[src/rtl/rtc_alarm_pkg.sv]
package rtc_alarm_pkg;
  localparam int unsigned WORD_W = 32;
  localparam int unsigned ADDR_W = 3;
  localparam int unsigned ALARM_BIT = 1;

  typedef enum logic [ADDR_W-1:0] {
    ADR_TIME_ALM = 3'd0,
    ADR_CAL_ALM  = 3'd1,
    ADR_STAT_CLR = 3'd2,
    ADR_IRQ_EN   = 3'd3,
    ADR_IRQ_DIS  = 3'd4
  } reg_addr_e;

  // Field order: sec, min, hour (time word), month, date (calendar word).
  localparam int unsigned NUM_FIELDS = 5;
  localparam int unsigned FLD_LSB [NUM_FIELDS] = '{0, 8, 16, 16, 24};
  localparam int unsigned FLD_W   [NUM_FIELDS] = '{7, 7, 6, 5, 6};
  localparam int unsigned FLD_EN  [NUM_FIELDS] = '{7, 15, 23, 23, 31};
  localparam bit          FLD_CAL [NUM_FIELDS] = '{1'b0, 1'b0, 1'b0, 1'b1, 1'b1};
endpackage

[src/rtl/alarm_regs.sv]
module alarm_regs
  import rtc_alarm_pkg::*;
#(
  parameter int unsigned W = WORD_W,
  parameter int unsigned AW = ADDR_W
) (
  input  logic          clk_i,
  input  logic          rst_ni,
  input  logic          wr_en_i,
  input  logic [AW-1:0] wr_addr_i,
  input  logic [W-1:0]  wr_data_i,
  output logic [W-1:0]  time_alm_o,
  output logic [W-1:0]  cal_alm_o
);
  logic [W-1:0] time_alm_q, cal_alm_q;

  always_ff @(posedge clk_i or negedge rst_ni) begin
    if (!rst_ni) begin
      time_alm_q <= '0;
      cal_alm_q  <= '0;
    end else if (wr_en_i) begin
      if (wr_addr_i == ADR_TIME_ALM) time_alm_q <= wr_data_i;
      if (wr_addr_i == ADR_CAL_ALM)  cal_alm_q  <= wr_data_i;
    end
  end

  assign time_alm_o = time_alm_q;
  assign cal_alm_o  = cal_alm_q;
endmodule

[src/rtl/alarm_compare.sv]
module alarm_compare
  import rtc_alarm_pkg::*;
#(
  parameter int unsigned W = WORD_W
) (
  input  logic [W-1:0] time_i,
  input  logic [W-1:0] cal_i,
  input  logic [W-1:0] time_alm_i,
  input  logic [W-1:0] cal_alm_i,
  output logic         match_o
);
  logic [NUM_FIELDS-1:0] fld_en, fld_hit;

  for (genvar i = 0; i < NUM_FIELDS; i++) begin : g_fld
    localparam int unsigned L = FLD_LSB[i];
    localparam int unsigned N = FLD_W[i];
    localparam int unsigned E = FLD_EN[i];
    logic [N-1:0] live_f, alm_f;
    if (FLD_CAL[i]) begin : g_cal
      assign live_f    = cal_i[L +: N];
      assign alm_f     = cal_alm_i[L +: N];
      assign fld_en[i] = cal_alm_i[E];
    end else begin : g_time
      assign live_f    = time_i[L +: N];
      assign alm_f     = time_alm_i[L +: N];
      assign fld_en[i] = time_alm_i[E];
    end
    // disabled field is a don't-care
    assign fld_hit[i] = !fld_en[i] || (live_f == alm_f);
  end

  assign match_o = (|fld_en) && (&fld_hit);

  logic unused_bits;
  assign unused_bits = ^{time_i, cal_i, time_alm_i, cal_alm_i};
endmodule

[src/rtl/alarm_status.sv]
module alarm_status
  import rtc_alarm_pkg::*;
#(
  parameter int unsigned AW = ADDR_W
) (
  input  logic          clk_i,
  input  logic          rst_ni,
  input  logic          tick_i,
  input  logic          match_i,
  input  logic          wr_en_i,
  input  logic [AW-1:0] wr_addr_i,
  input  logic          wr_bit_i,
  output logic          flag_o,
  output logic          mask_o,
  output logic          irq_o
);
  logic flag_q, mask_q;
  logic set_flag, clr_flag, set_mask, clr_mask;

  assign set_flag = tick_i && match_i;
  assign clr_flag = wr_en_i && wr_bit_i && (wr_addr_i == ADR_STAT_CLR);
  assign set_mask = wr_en_i && wr_bit_i && (wr_addr_i == ADR_IRQ_EN);
  assign clr_mask = wr_en_i && wr_bit_i && (wr_addr_i == ADR_IRQ_DIS);

  always_ff @(posedge clk_i or negedge rst_ni) begin
    if (!rst_ni) begin
      flag_q <= 1'b0;
      mask_q <= 1'b0;
    end else begin
      // a new event outranks a same-cycle clear
      flag_q <= set_flag || (flag_q && !clr_flag);
      if (set_mask)      mask_q <= 1'b1;
      else if (clr_mask) mask_q <= 1'b0;
    end
  end

  assign flag_o = flag_q;
  assign mask_o = mask_q;
  assign irq_o  = flag_q && mask_q;
endmodule

[src/rtl/rtc_alarm_match.sv]
module rtc_alarm_match
  import rtc_alarm_pkg::*;
#(
  parameter int unsigned W = WORD_W,
  parameter int unsigned AW = ADDR_W
) (
  input  logic          clk_i,
  input  logic          rst_ni,
  input  logic          tick_i,
  input  logic [W-1:0]  time_i,
  input  logic [W-1:0]  cal_i,
  input  logic          wr_en_i,
  input  logic [AW-1:0] wr_addr_i,
  input  logic [W-1:0]  wr_data_i,
  output logic          alarm_flag_o,
  output logic          mask_o,
  output logic          irq_o
);
  logic [W-1:0] time_alm, cal_alm;
  logic         alarm_hit;

  alarm_regs #(.W(W), .AW(AW)) u_regs (
    .clk_i      (clk_i),
    .rst_ni     (rst_ni),
    .wr_en_i    (wr_en_i),
    .wr_addr_i  (wr_addr_i),
    .wr_data_i  (wr_data_i),
    .time_alm_o (time_alm),
    .cal_alm_o  (cal_alm)
  );

  alarm_compare #(.W(W)) u_cmp (
    .time_i     (time_i),
    .cal_i      (cal_i),
    .time_alm_i (time_alm),
    .cal_alm_i  (cal_alm),
    .match_o    (alarm_hit)
  );

  alarm_status #(.AW(AW)) u_stat (
    .clk_i     (clk_i),
    .rst_ni    (rst_ni),
    .tick_i    (tick_i),
    .match_i   (alarm_hit),
    .wr_en_i   (wr_en_i),
    .wr_addr_i (wr_addr_i),
    .wr_bit_i  (wr_data_i[ALARM_BIT]),
    .flag_o    (alarm_flag_o),
    .mask_o    (mask_o),
    .irq_o     (irq_o)
  );
endmodule

[config.mk]
export PLATFORM = sky130hd
export DESIGN_NAME = rtc_alarm_match
export DESIGN_NICKNAME = d
export VERILOG_FILES = /design/src/rtl/rtc_alarm_pkg.sv /design/src/rtl/alarm_regs.sv /design/src/rtl/alarm_compare.sv /design/src/rtl/alarm_status.sv /design/src/rtl/rtc_alarm_match.sv
export SDC_FILE = /design/constraint.sdc
export NUM_CORES = 1
export LEC_CHECK = 0
export BUFFER_PORTS_ARGS = -buffer_cell sky130_fd_sc_hd__buf_2
export CORE_ASPECT_RATIO = 1.75
export CORE_MARGIN = 2
export CORE_UTILIZATION = 30
export DETAILED_ROUTE_END_ITERATION = 16
export GPL_ROUTABILITY_DRIVEN = 0
export PLACE_DENSITY_LB_ADDON = 0.2
export SLEW_MARGIN = 20
export SYNTH_ARGS = -nofsm -noshare
export SYNTH_HDL_FRONTEND = slang
export SYNTH_SLANG_ARGS = --single-unit
[constraint.sdc]
create_clock -name clk_i -period 1.3 [get_ports clk_i]
set_input_delay 0.065 -clock clk_i [delete_from_list [all_inputs] [get_ports clk_i]]
set_output_delay 0.065 -clock clk_i [all_outputs]
set_load 0.01 [all_outputs]
## Word-level counts from Yosys, hierarchy flattened

Index checks and enable logic that the tools add are counted.

- Reduce and logical (&&, ||, !) cells: 26
- Multiplexer cells: 2
- Eq/ne operators: 9

Operators with widths:

| cell | count |
|---|---|
| $eq 7x7->1 | 2 |
| $eq 6x6->1 | 2 |
| $logic_and 1x1->1 | 8 |
| $eq 3x2->1 const B | 2 |
| $logic_not 1->1 | 6 |
| $logic_or 1x1->1 | 6 |
| $eq 5x5->1 | 1 |
| $reduce_and 5->1 | 1 |
| $reduce_or 5->1 | 1 |
| $reduce_and 2->1 | 2 |
| $eq 3x1->1 const B | 1 |
| $eq 3x3->1 const B | 1 |
| $logic_not 3->1 | 1 |
| $mux 1 | 2 |
| $reduce_bool 2->1 | 1 |

- Input port bits: 103
- Logic and storage cells: 41
- Output and inout port bits: 3
- Flip-flop bits (word level): 58

## Depth between registers and ports, before layout

- Word-level depth: 6
- Mapped depth: 5
- Gate-level depth less buffers: 5

## By module

From an unflattened synthesis, not the netlist that was laid out.

- Cells, all modules: 193
- Area total of the unflattened synthesis: 2911.5 sq um

By module, submodules not included:

| module | seq. area each (sq um) | area each (sq um) | cells each | instances |
|---|---|---|---|---|
| alarm_regs | 1601.5 | 2428.6 | 137 | 1 |
| alarm_compare | 0.0 | 382.9 | 45 | 1 |
| alarm_status | 50.0 | 100.1 | 11 | 1 |

## Worst setup path before layout

No wires, ideal clock.

- Kind: flip-flop to flip-flop
- Start: register u_regs.cal_alm_q[28], in the netlist u_regs.cal_alm_o[28]
- End: register u_stat.flag_q, in the netlist u_stat.flag_o
- Setup slack: -0.121 ns
- Clock period less this slack: 1.421 ns
- Arrival time: 1.357 ns
- Stages on the path, launching flop included: 6
- Required time: 1.236 ns
- Path buffers: 0
- Cell sequence: dfrtp_1 xor2_1 nor4_1 nand3_1 a222oi_1 a22o_2

- Longest elaborated chain between the ends: 6

Ends and longest elaborated chain:

| element | line | RTL |
|---|---|---|
| from (decl) | alarm_regs.sv:15 | `logic [W-1:0] time_alm_q, cal_alm_q;` |
| from (signal assigned) | alarm_regs.sv:23 | `if (wr_addr_i == ADR_CAL_ALM) cal_alm_q <= wr_data_i;` |
| $eq 6x6->1 | alarm_compare.sv:29 | `assign fld_hit[i] = !fld_en[i] \|\| (live_f == alm_f);` |
| $logic_or 1x1->1 | alarm_compare.sv:29 |  |
| $reduce_and 5->1 | alarm_compare.sv:32 | `assign match_o = (\|fld_en) && (&fld_hit);` |
| $logic_and 1x1->1 | alarm_compare.sv:32 |  |
| $logic_and 1x1->1 | alarm_status.sv:20 | `assign set_flag = tick_i && match_i;` |
| $logic_or 1x1->1 | alarm_status.sv:31 | `flag_q <= set_flag \|\| (flag_q && !clr_flag);` |
| to (signal assigned) | alarm_status.sv:31 |  |
| to (decl) | alarm_status.sv:17 | `logic flag_q, mask_q;` |

No other way between the ends.
A chain may end at the register's enable or synchronous reset.

## Worst setup path in the final report

- Start: register u_regs.cal_alm_q[24], in the netlist u_regs.cal_alm_o[24]
- End: register u_stat.flag_q, in the netlist u_stat.flag_o

The elaborated chain is that of the path after synthesis.

==> results.txt <==
Boundary Pins: 106
Count of vias placed by the detailed router: 1364
Sum Neg Setup Slack: -0.209 ns
Crit path arrival time: 1.75 ns
Start-to-end type of the worst setup path: reg2reg
Maximum buffer depth of the clock tree: 2
Routing usage on met1: 0.142
Switch share: 0.269
Wire length of the first global-routing pass: 6550 µm
Worst Clk Skew: 0.00897 ns
Final WS setup: -0.209 ns
Syn-to-layout area delta: 42.8%
Count of distinct cell types in the synthesized netlist: 24
Congestion Overflow GR: 0
Setup Buffers After CTS: 0
Aggregate global-route resource usage: 0.124
Compound-gate portion of the synthesized area: 0.0254
Final worst-path cycle share: 1.16
Count of buffers from port buffering: 70
Flip-flop and latch count after synthesis: 38
Count of cells along the worst hold path: 2
Share of layout cells above drive strength 1: 0.539
Peak-usage layer in the global routing report: met2
Width of the die: 62.9 µm
Sequential area share after synthesis: 0.523
Highest net fanout along the worst path: 2
Fraction of power consumed by combinational cells: 0.244
Peak Freq: 663 MHz
Leak Pwr: 1.18 nW
Power density over the cells: 1260 mW/mm²
Internal: 0.00240 W
Via density per instance: 4.40
Reg-to-reg slack, setup: -0.21 ns
Data required time at the worst endpoint: 1.54 ns
Chip Height: 107 µm
Area of the placeable core: 0.00588 mm²
Worst r2r path cells: 5
Relative slew slack: 0.801
DRC violations left: 0
Net count after synthesis: 237
Clock insertion delay at the later pin of the skew report: 0.29 ns
Antenna Nets Post-Route: 0
Half-perimeter wire length after detailed placement: 2940 µm
Number of antenna cells inserted: 0
Worst supply voltage drop on vdd: 0.623 mV
Synth Area in XOR/XNOR: 0.149
Final Total Pwr: 0.00328 W
Violated checks: setup timing
Effective utilization at floorplan: 0.309
Net switching component of the power: 0.000880 W
Deepest level of the CTS H-tree: 2
Origin of the worst min-delay path: wr_data_i[9]
Synthesized area: 0.00182 mm²
Unrepaired setup endpoints after global routing: yes
Main combinational cell family by area after synthesis: multiplexers
Clock buffer count from CTS: 5
Hold crit path type: in2reg
Clock period minus worst slack: 1.51 ns
Routed WL per cell: 12.4 µm
Crit end category: flip-flop
Portion of total power attributed to sequential cells: 0.494
GR met3 Demand/Resource: 0.0346
Outcome: finished with violations
Clock transition time at the flip-flop clock pins of the worst setup and hold paths: 0.08 ns
Worst Hold End: u_regs.time_alm_o[9]
TritonCTS clock tree: yes
Area of the die: 0.00673 mm²
Number of standard-cell rows in the floorplan: 37
Startpoint class of the critical path: flip-flop
Final WL: 3830 µm
Top library cells by usage in the layout, fill and taps aside: sky130_fd_sc_hd__buf_2 (70), sky130_fd_sc_hd__dfrtp_1 (38), sky130_fd_sc_hd__mux2_2 (35)
Number of max-capacitance violations reported: 0
Multiplexer area fraction after synthesis: 0.223
Final max-slew violation count: 0
Total of warnings raised by yosys: 0
Clock power frac: 0.262
Number of search-and-repair iterations in the first detailed-routing pass: 4
Cell at the root of the clock tree: sky130_fd_sc_hd__clkbuf_8
Number of hold violations in the final report: 0
Sink Count: 38
Pin count of the biggest net entering global routing: 39
Simple-Gate Fraction of Synth Area: 0.0653
Critical R2R Capture: u_stat.flag_o
Commonest non-fill, non-tap cell in the layout: sky130_fd_sc_hd__buf_2
Vias in the first global route: 1469
DRT iter0 DRCs: 15
Met2 layer usage reported by global route: 0.217
Fill cells: 586
Mean post-synth cell area: 13.6 µm²
Post-Synth Adder-Cell Area: 0
Finish-stage setup viols: 1
Antenna violations before repair: 0
Transition time at the pin with the least slew margin: 0.299 ns
Critical register-to-register path startpoint: u_regs.cal_alm_o[24]
Number of standard cells after synthesis: 134
Number of nets in the layout: 334
[logic make-up after synthesis]
kind of cell / Yosys count
buf+inv: 4
xor+xnor: 31
simple gates: 19
flops: 38
compound gates: 6
mux: 36
[cell type report]
| type | instances | area (µm²) | area share |
|---|---|---|---|
| multi-input cells | 92 | 853 | 0.328 |
| clock inverters | 2 | 12.5 | 0.00481 |
| clock buffers | 6 | 82.6 | 0.0318 |
| inverters | 1 | 3.75 | 0.00144 |
| flip-flops and latches | 38 | 951 | 0.366 |
| repair buffers | 93 | 598 | 0.230 |
| well taps | 78 | 97.6 | 0.0376 |
[worst max-delay path, cell delays in order, from the launching register on]
cell                       delay (ns)
sky130_fd_sc_hd__dfrtp_1         0.39
sky130_fd_sc_hd__xor2_1          0.15
sky130_fd_sc_hd__nor4_1          0.26
sky130_fd_sc_hd__nand3_1         0.12
sky130_fd_sc_hd__a222oi_1        0.34
sky130_fd_sc_hd__a22o_2          0.20
[sequential cells by signal, indices dropped and copies added (netlist names)]
| signal | count |
|---|---|
| u_regs.time_alm_o | 23 |
| u_regs.cal_alm_o | 13 |
| u_stat.flag_o | 1 |
| u_stat.mask_o | 1 |
[cell usage after synthesis, drive strengths merged]
cell / number / share of area
dfrtp: 38 / 0.52
mux2: 36 / 0.22
nand4: 3 / 0.010
nor2: 1 / 0.0021
and2: 1 / 0.0034
o41ai: 1 / 0.0048
a31oi: 1 / 0.0034
nor3: 2 / 0.0083
nor4: 3 / 0.010
xnor2: 17 / 0.082
a22o: 1 / 0.0055
xor2: 14 / 0.067
nor2b: 1 / 0.0034
nand2b: 1 / 0.0034
and3: 1 / 0.0034
buf: 3 / 0.012
nor3b: 1 / 0.0069
o22ai: 1 / 0.0034
inv: 1 / 0.0021
nand3: 5 / 0.014
a21oi: 1 / 0.0027
a222oi: 1 / 0.0055
[worst max-delay path by stage]
stage	start	slack (ns)	end	cells past startpoint
after floorplan	u_regs.cal_alm_o[24]	-0.08	u_stat.flag_o	5
after global placement	u_regs.cal_alm_o[17]	-0.19	u_stat.flag_o	5
after detailed placement	u_regs.cal_alm_o[17]	-0.24	u_stat.flag_o	5
after CTS	u_regs.cal_alm_o[28]	-0.24	u_stat.flag_o	5
after global routing	u_regs.time_alm_o[5]	-0.29	u_stat.flag_o	5
final	u_regs.cal_alm_o[24]	-0.21	u_stat.flag_o	5
[what timing repair did]
| action | CTS | global route |
|---|---|---|
| hold endpoints to repair | 51 | 1 |
| pin swaps | 5 | 5 |
| gates resized for setup | 1 | 0 |
| hold buffers | 14 | 1 |
| endpoints found under the setup margin | 1 | 1 |
[routing by layer]
layer,vias to the layer above,routed length (µm)
met4,0,70
met1,636,1540
met3,6,253
met2,54,1970
met5,-,0
li1,668,-
[power by group through the flow]
stage                     clock, W  sequential, W  combinational [W]
after global placement           0        0.00164           0.000772
after floorplan                  0        0.00162           0.000487
after detailed placement         0        0.00165           0.000776
after global routing      0.000935        0.00166           0.000897
after CTS                 0.000897        0.00163           0.000818
final                     0.000860        0.00162           0.000799
[stage by stage]
step	setup slack, ns	cells	hold WS (ns)	area [µm²]	util
2_1_floorplan	-0.0755	134	-0.231	1820	-
3_3_place_gp	-0.192	287	0.0541	2350	0.399
3_5_place_dp	-0.244	287	0.0490	2350	0.399
4_1_cts	-0.236	309	0.000254	2590	0.440
5_1_grt	-0.291	310	0.00475	2600	0.442
6_report	-0.209	310	0.00373	2600	0.442
(Power assumes the default switching activity.)
